<file path="src/rtl/lsa_pkg.sv">
package lsa_pkg;

  typedef enum logic {
    MODE_PEDESTAL = 1'b0,
    MODE_FLAT     = 1'b1
  } lsa_mode_e;

  // limit a signed value into [lo, hi]
  function automatic logic signed [7:0] clamp_s8(input logic signed [7:0] v,
                                                 input logic signed [7:0] lo,
                                                 input logic signed [7:0] hi);
    if (v < lo) return lo;
    if (v > hi) return hi;
    return v;
  endfunction

endpackage

</file>
<file path="src/rtl/lsa_setup_decode.sv">
module lsa_setup_decode
  import lsa_pkg::*;
#(
  parameter int CODE_W  = 7,
  parameter int PED_LO  = 0,
  parameter int PED_HI  = 45,
  parameter int FLAT_LO = -15,
  parameter int FLAT_HI = 30,
  parameter int BAD_LO  = 'h3F,
  parameter int BAD_HI  = 'h44
) (
  input  logic [CODE_W-1:0]        code_i,
  input  lsa_mode_e                mode_i,
  output logic signed [CODE_W-1:0] setup_o,
  output logic                     bad_o
);

  localparam logic signed [7:0] PED_LO_S  = 8'(PED_LO);
  localparam logic signed [7:0] PED_HI_S  = 8'(PED_HI);
  localparam logic signed [7:0] FLAT_LO_S = 8'(FLAT_LO);
  localparam logic signed [7:0] FLAT_HI_S = 8'(FLAT_HI);
  localparam logic [CODE_W-1:0] BAD_LO_U  = CODE_W'(BAD_LO);
  localparam logic [CODE_W-1:0] BAD_HI_U  = CODE_W'(BAD_HI);

  logic signed [CODE_W-1:0] raw_s;
  logic signed [7:0]        raw_w;
  logic signed [7:0]        lim_w;

  assign raw_s = $signed(code_i);
  assign raw_w = 8'(raw_s);

  always_comb begin
    if (mode_i == MODE_PEDESTAL) lim_w = clamp_s8(raw_w, PED_LO_S, PED_HI_S);
    else                         lim_w = clamp_s8(raw_w, FLAT_LO_S, FLAT_HI_S);
  end

  assign setup_o = lim_w[CODE_W-1:0];
  // band is contiguous in the unsigned view of the raw code
  assign bad_o   = (code_i >= BAD_LO_U) && (code_i <= BAD_HI_U);

endmodule

</file>
<file path="src/rtl/lsa_sat_add.sv">
module lsa_sat_add #(
  parameter int LUMA_W  = 10,
  parameter int CODE_W  = 7,
  parameter int LUMA_LO = 4,
  parameter int LUMA_HI = 1019
) (
  input  logic [LUMA_W-1:0]        y_i,
  input  logic signed [CODE_W-1:0] setup_i,
  output logic [LUMA_W-1:0]        y_o,
  output logic                     hit_hi_o,
  output logic                     hit_lo_o
);

  localparam int SW = LUMA_W + 2;
  localparam logic signed [SW-1:0] HI_S = SW'(LUMA_HI);
  localparam logic signed [SW-1:0] LO_S = SW'(LUMA_LO);

  logic signed [SW-1:0] wide;

  assign wide     = $signed({2'b00, y_i}) + SW'(setup_i);
  assign hit_hi_o = wide > HI_S;
  assign hit_lo_o = wide < LO_S;

  always_comb begin
    if (hit_hi_o)      y_o = HI_S[LUMA_W-1:0];
    else if (hit_lo_o) y_o = LO_S[LUMA_W-1:0];
    else               y_o = wide[LUMA_W-1:0];
  end

endmodule

</file>
<file path="src/rtl/luma_setup_adder.sv">
module luma_setup_adder
  import lsa_pkg::*;
#(
  parameter int LUMA_W  = 10,
  parameter int LUMA_LO = 4,
  parameter int LUMA_HI = 1019,
  parameter int PED_LO  = 0,
  parameter int PED_HI  = 45,
  parameter int FLAT_LO = -15,
  parameter int FLAT_HI = 30
) (
  input  logic              clk,
  input  logic              rst_n,
  input  logic [LUMA_W-1:0] y_in,
  input  logic              y_valid_in,
  input  logic              active_in,
  input  logic [7:0]        bright_reg,
  input  logic              bright_en,
  input  logic              mode_flat,
  output logic [LUMA_W-1:0] y_out,
  output logic              y_valid_out,
  output logic              code_invalid
);

  localparam int CODE_W = 7;
  localparam logic signed [CODE_W-1:0] PED_LO_C  = CODE_W'(PED_LO);
  localparam logic signed [CODE_W-1:0] PED_HI_C  = CODE_W'(PED_HI);
  localparam logic signed [CODE_W-1:0] FLAT_LO_C = CODE_W'(FLAT_LO);
  localparam logic signed [CODE_W-1:0] FLAT_HI_C = CODE_W'(FLAT_HI);

  lsa_mode_e                mode_w;
  logic signed [CODE_W-1:0] setup_w;
  logic [LUMA_W-1:0]        summed_w;
  logic                     hit_hi_w, hit_lo_w;
  logic                     apply_w;

  assign mode_w  = lsa_mode_e'(mode_flat);
  assign apply_w = bright_en && active_in;

  lsa_setup_decode #(
    .CODE_W (CODE_W),
    .PED_LO (PED_LO), .PED_HI (PED_HI),
    .FLAT_LO(FLAT_LO), .FLAT_HI(FLAT_HI)
  ) u_decode (
    .code_i (bright_reg[CODE_W-1:0]),
    .mode_i (mode_w),
    .setup_o(setup_w),
    .bad_o  (code_invalid)
  );

  lsa_sat_add #(
    .LUMA_W(LUMA_W), .CODE_W(CODE_W),
    .LUMA_LO(LUMA_LO), .LUMA_HI(LUMA_HI)
  ) u_add (
    .y_i     (y_in),
    .setup_i (setup_w),
    .y_o     (summed_w),
    .hit_hi_o(hit_hi_w),
    .hit_lo_o(hit_lo_w)
  );

  always_ff @(posedge clk) begin
    if (!rst_n) begin
      y_out       <= '0;
      y_valid_out <= 1'b0;
    end else begin
      y_valid_out <= y_valid_in;
      if (y_valid_in) y_out <= apply_w ? summed_w : y_in;
    end
  end

  // ---------------- assertions ----------------
  assert_valid_pipe_R8: assert property (@(posedge clk) disable iff (!rst_n)
    y_valid_in |=> y_valid_out);
  assert_valid_gap_R8: assert property (@(posedge clk) disable iff (!rst_n)
    !y_valid_in |=> !y_valid_out);
  assert_bypass_off_R2: assert property (@(posedge clk) disable iff (!rst_n)
    (y_valid_in && !bright_en) |=> (y_out == $past(y_in)));
  assert_bypass_blank_R3: assert property (@(posedge clk) disable iff (!rst_n)
    (y_valid_in && !active_in) |=> (y_out == $past(y_in)));
  assert_ped_window_R4: assert property (@(posedge clk) disable iff (!rst_n)
    !mode_flat |-> (setup_w >= PED_LO_C && setup_w <= PED_HI_C));
  assert_flat_window_R5: assert property (@(posedge clk) disable iff (!rst_n)
    mode_flat |-> (setup_w >= FLAT_LO_C && setup_w <= FLAT_HI_C));
  assert_no_wrap_R6: assert property (@(posedge clk) disable iff (!rst_n)
    (y_valid_in && apply_w) |=> (y_out >= LUMA_W'(LUMA_LO) && y_out <= LUMA_W'(LUMA_HI)));
  assert_sat_exclusive_R6: assert property (@(posedge clk) disable iff (!rst_n)
    !(hit_hi_w && hit_lo_w));
  assert_flag_band_R7: assert property (@(posedge clk) disable iff (!rst_n)
    code_invalid |-> (bright_reg[6] ? (bright_reg[5:0] <= 6'd4) : (bright_reg[5:0] == 6'h3F)));
  assert_top_bit_ignored_R1: assert property (@(posedge clk) disable iff (!rst_n)
    ((bright_reg[7] != $past(bright_reg[7])) && $stable(bright_reg[6:0]) && $stable(mode_flat))
      |-> $stable(setup_w));

endmodule

</file>
<file path="config.mk">
export PLATFORM = sky130hd
export DESIGN_NAME = luma_setup_adder
export DESIGN_NICKNAME = d
export VERILOG_FILES = /design/src/rtl/lsa_pkg.sv /design/src/rtl/lsa_setup_decode.sv /design/src/rtl/lsa_sat_add.sv /design/src/rtl/luma_setup_adder.sv
export SDC_FILE = /design/constraint.sdc
export NUM_CORES = 1
export LEC_CHECK = 0
export BUFFER_PORTS_ARGS = -buffer_cell sky130_fd_sc_hd__buf_4
export CORE_ASPECT_RATIO = 1.5
export CORE_MARGIN = 8
export CORE_UTILIZATION = 40
export CTS_BUF_LIST = sky130_fd_sc_hd__clkbuf_2 sky130_fd_sc_hd__clkbuf_4 sky130_fd_sc_hd__clkbuf_8
export DETAILED_ROUTE_END_ITERATION = 10
export RECOVER_POWER = 100
export SYNTH_ARGS = -nofsm -noshare
export SYNTH_HDL_FRONTEND = slang
export SYNTH_SLANG_ARGS = --single-unit
</file>
<file path="constraint.sdc">
create_clock -name clk -period 7.6 [get_ports clk]
set_clock_uncertainty 0.2 [all_clocks]
set_input_delay 1.52 -clock clk [delete_from_list [all_inputs] [get_ports clk]]
set_output_delay 1.52 -clock clk [all_outputs]
set_load 0.03 [all_outputs]
</file>
-- After elaboration in Yosys (flattened, before gate mapping)
Index checks and enable logic that the tools add are counted.
- add/subtract/negate cells: 1
- magnitude comparators: 8
- mux-type cells: 22
- reductions and logical operators: 2
- operator list (cell ; count):
    2-to-1 mux 7 bit ; 9
    2-to-1 mux 10 bit ; 3
    adder 11 x 7 -> 12 bit ; 1
    > comparator 12 x 11 -> 1 bit (second input constant) ; 1
    < comparator 12 x 4 -> 1 bit (second input constant) ; 1
    2-to-1 mux 1 bit ; 10
    greater-or-equal comparator 7 x 6 -> 1 bit (second input constant) ; 1
    > comparator 7 x 6 -> 1 bit (second input constant) ; 1
    > comparator 7 bit (second input constant) ; 1
    less-or-equal comparator 7 bit (second input constant) ; 1
    < comparator 7 x 1 -> 1 bit (second input constant) ; 1
    < comparator 7 x 5 -> 1 bit (second input constant) ; 1
    logical AND 1 bit ; 2
- register bits after elaboration: 11
- bits of input ports: 24
- output and inout bits: 12
- word-level logic and storage cells: 35

-- Logic depth before layout (Yosys ltp)
- depth in word-level cells: 13
- depth in mapped cells: 14
- depth with buffers taken out: 13

-- Hierarchy
From an unflattened synthesis, not the netlist that was laid out.
- cell total of the unflattened synthesis: 196
- area, all modules: 1524.0 um^2
- modules (own cells, without submodules) (module ; times used ; cells each ; area each (um^2) ; sequential area each (um^2)):
    lsa_sat_add ; 1 ; 99 ; 710.7 ; 0.0
    luma_setup_adder ; 1 ; 59 ; 535.5 ; 220.2
    lsa_setup_decode ; 1 ; 38 ; 277.8 ; 0.0

-- Least setup slack after synthesis
No wires, ideal clock.
- path type: input -> register
- start: in bright_reg[5]
- end: reg y_out[0]
- setup time: 0.120 ns
- arrival time: 4.618 ns
- data required time: 7.280 ns
- setup slack: 2.663 ns
- cell stages on the path: 14
- buffers on the path: 1
- cells stage by stage: clkbuf_1 o311ai_0 a21oi_1 o21ai_0 and3_1 ha_1 fa_1 a211oi_1 nor2_1 a211oi_2 and4b_1 nand4_1 a22o_1 o31a_1
- word-level cells in the longest chain between the ends: 12
- elaborated cells between the ends (all ways): 27
- those cells by class: add/sub: 1; order compare: 6; mux: 20
- RTL lines (item ; line ; RTL):
    start, declared ; luma_setup_adder.sv:17 ; input logic [7:0] bright_reg,
    > comparator 7 bit / > comparator 7 x 6 -> 1 bit (equally long branches) ; lsa_pkg.sv:13 ; if (v > hi) return hi;
    2-to-1 mux 1 bit (2 in a row) ; lsa_pkg.sv:13 ;
    2-to-1 mux 1 bit ; lsa_setup_decode.sv:33 ; if (mode_i == MODE_PEDESTAL) lim_w = clamp_s8(raw_w, PED_LO_S, PED_HI_S);
    2-to-1 mux 7 bit ; lsa_pkg.sv:14 ; return v;
    2-to-1 mux 7 bit ; lsa_pkg.sv:13 ;
    2-to-1 mux 7 bit * ; lsa_setup_decode.sv:33 ;
    adder 11 x 7 -> 12 bit * ; lsa_sat_add.sv:20 ; assign wide = $signed({2'b00, y_i}) + SW'(setup_i);
    < comparator 12 x 4 -> 1 bit ; lsa_sat_add.sv:22 ; assign hit_lo_o = wide < LO_S;
    2-to-1 mux 10 bit ; lsa_sat_add.sv:26 ; else if (hit_lo_o) y_o = LO_S[LUMA_W-1:0];
    2-to-1 mux 10 bit * ; lsa_sat_add.sv:25 ; if (hit_hi_o) y_o = HI_S[LUMA_W-1:0];
    2-to-1 mux 10 bit * ; luma_setup_adder.sv:68 ; if (y_valid_in) y_out <= apply_w ? summed_w : y_in;
    end signal, assigned ; luma_setup_adder.sv:68 ;
    end, declared ; luma_setup_adder.sv:20 ; output logic [LUMA_W-1:0] y_out,
Mark *: on every way between the ends. The rest lies on a longest branch, timed or not. The select of a mux whose other input is x is not followed.
A chain may end at the register's enable or synchronous reset.

-- Final worst setup path
- start: in bright_reg[6]
- end: reg y_out[7]
Same word-level chain as after synthesis.

==> metrics.md <==
| Metric | Value |
|---|---|
| I/O Pins | `36` |
| Fin worst setup slack | `1.67 ns` |
| GR Layer Usage met1 | `0.176` |
| Async SR Flop Fraction | `0` |
| Post-Syn Area | `1620 um^2` |
| Clock sinks | `11` |
| Routed vias | `around 1700` |
| GR peak layer | `met2` |
| Met3 Use GR | `0.0131` |
| RD Place Congestion | `0.823` |
| Top FF cell, synth | `dfxtp_1` |
| CTS Root Cell | `clkbuf_8` |
| Layout cells sized above 1 | `0.139` |
| Reg2reg path depth | `2` |
| Max-cap viol count | `1` |
| Pwr per Cell Area | `145 nW/um^2` |
| Final WL | `between 4000 and 5000 um` |
| Dominant cells by area after synthesis | `dfxtp_1 14%, ha_1 9.3%, nand2_1 9.3%` |
| Final cycle utilization of the critical path | `0.781` |
| Nets | `~290` |
| Setup TNS | `0 ns` |
| Top cell type's share of synthesized area | `0.136` |
| CTS clk-pin slew, worst paths | `roughly 0.050 ns` |
| Largest net degree at the start of global routing | `17` |
| Worst min-delay path class | `reg2reg` |
| Post-CTS Setup Bufs | `0` |
| Clock Latency Late Sink | `0.24 ns` |
| Slew headroom | `-0.149` |
| Crit Reg-Reg Startpoint | `y_out[2]` |
| Total grt overflow | `0` |
| Pre-antenna DRT Iters | `4` |
| Sequential cell area fraction in the yosys report | `0.136` |
| CTS Buf Count | `3` |
| Worst Setup End Kind | `flop` |
| Warnings, synthesis | `0` |
| FF-to-FF End | `y_out[2]` |
| Initial DRC Count | `69` |
| Library cells used by synthesis | `56` |
| Avg WL per Cell | `14.9 um` |
| Pwr Total | `around 0.00027 W` |
| Worst ir drop on vdd | `~0.12 mV` |
| Slew @ Worst Pin | `1.71 ns` |
| Number of global-route vias before repair | `1754` |
| DPL Wire Length | `3630 um` |
| Setup crit start | `bright_reg[6]` |
| Most frequent cell after synthesis | `nand2_1` |
| Post-Synthesis Cells | `226` |
| Req. time, crit path | `~7.5 ns` |
| F_max | `169 MHz` |
| Worst EP arrival | `5.87 ns` |
| Clock tree buffer depth | `2` |
| CP startpoint kind | `primary input` |
| Initial antenna violation count | `0` |
| Post-synthesis register bit count | `11` |
| Die ar. | `6380 um^2` |
| Syn Nets | `between 200 and 300` |
| Chip Height | `93.9 um` |
| Hold_buf cts | `0` |
| # rows | `28` |
| Post-synth top cells | `40 x nand2_1, 21 x o21ai_0, 16 x nor2_1` |
| EDFF count, synth | `0` |
| Placement Setup Slack | `2.12 ns` |
| Max H-tree Level | `1` |
| Crit-path max FO | `16` |
| Worst R2R Setup Slack | `6.52 ns` |
| Syn-to-layout area delta | `14.5%` |
| Vias/cell | `5.80` |
| Post-cts sizing count | `0` |
| Core region area | `between 3000 and 4000 um^2` |
| CP Class | `in2reg` |
| Starting Density | `0.413` |
| RSZ-0062 raised after global routing | `no` |
| Slew Limit Fails | `17` |
| Die width | `67.9 um` |
| # DRC | `0` |
| Minimum clock period | `5.93 ns` |
| TritonCTS clock tree | `built` |
| Pleak | `around 0.82 nW` |
| Remaining antenna violation count after routing | `0` |
| Syn avg cell area | `7.16 um^2` |
| N_diodes | `0` |
| First-pass GRT wire length | `7860 um` |
| Failing checks | `capacitance limit, slew limit` |
| Hold path depth | `1` |
| Hold Vio Cnt, Final | `0` |
| Status | `finished, violations left` |
| I/O Buffers | `34` |
| GR Util All Layers | `0.151` |
| Largest area contributor in the netlist | `dfxtp_1` |
| Final setup viols | `0` |
| Routing usage on met2 | `0.265` |
| CP endpoint | `y_out[7]` |
[metal layers]
metal / routed length, um / up-vias
li1: - / 885
met5: 0 / -
met1: 1920 / 795
met3: 125 / 7
met2: 2260 / 29
met4: 90 / 0
[metrics by stage]
step / instances / instance area, um^2 / hold slack (ns) / utilization
after global routing: 296 / 1850 / 0.321 / 0.472
after detailed placement: 292 / 1870 / 0.278 / 0.477
after global placement: 292 / 1870 / 0.270 / 0.477
final: 296 / 1850 / 0.283 / 0.472
after CTS: 296 / 1920 / 0.291 / 0.489
after floorplan: 226 / 1620 / 0.464 / -
[layout by cell type (no fill, tap or decap), types with 3 or more instances in the layout]
cell type / Yosys / routed
nand3_1: 5 / 5
clkbuf_8: 0 / 3
nand2b_1: 3 / 3
o21ai_0: 21 / 21
xor2_1: 3 / 3
nor3_1: 6 / 6
inv_1: 5 / 5
mux2_2: 3 / 3
a21o_1: 5 / 6
o31a_1: 8 / 8
nor2b_1: 5 / 5
nor2_1: 16 / 16
clkbuf_1: 10 / 13
dfxtp_1: 11 / 11
nand2_1: 40 / 40
and3_1: 6 / 6
o21a_1: 4 / 4
o211ai_1: 3 / 3
a21oi_1: 8 / 8
a22o_1: 5 / 5
buf_4: 0 / 21
ha_1: 12 / 12
[worst max-delay path, stage by stage]
cell and delay [ns]:
clkbuf_1 0.20, nand2_1 0.35, clkinv_1 0.44, ha_1 0.52, a21oi_1 0.27, o211ai_1 0.18
a311oi_1 1.41, xnor2_1 0.27, a21oi_1 0.08, a2111o_1 0.40, a22o_1 0.21
[registers in the layout, indices dropped and copies added, names as in the netlist]
| register | flops |
|---|---|
| y_out | 10 |
| y_valid_out | 1 |
[area by class of cell]
cell class / instances / area [um^2]
fillers: 439 / 2070
multi-input cells: 196 / 1300
flip-flops and latches: 11 / 220
repair buffers: 34 / 206
well taps: 45 / 56.3
clock buffers: 4 / 48.8
inverters: 6 / 22.5
[report_power, final]
group,internal [W],total (W),switching (W)
registers,0.0000625,0.0000647,0.00000216
logic,0.0000566,0.000139,0.0000828
clock network,0.0000405,0.0000637,0.0000232
total,0.000160,0.000268,0.000108
[cell families (layout without fill, tap and decap cells)]
group / count (synthesis) / after routing / synth area share
AO/OA/AOI/OAI: 79 / 79 / 0.369
XOR/XNOR: 5 / 5 / 0.0317
adder cells (fa/ha/maj): 13 / 13 / 0.105
buffers and inverters: 19 / 44 / 0.0502
flip-flops: 11 / 11 / 0.136
multiplexers: 4 / 4 / 0.0270
AND/OR/NAND/NOR: 95 / 95 / 0.281
[how the worst min path moves through the flow]
stage                     endpoint  slack [ns]      from
after CTS                 y_out[7]        0.29  y_out[7]
after detailed placement  y_out[7]        0.28  y_out[7]
final                     y_out[7]        0.28  y_out[7]
after global placement    y_out[7]        0.27  y_out[7]
after floorplan           y_out[7]        0.46  y_out[7]
after global routing      y_out[7]        0.32  y_out[7]
(Power assumes the default switching activity.)
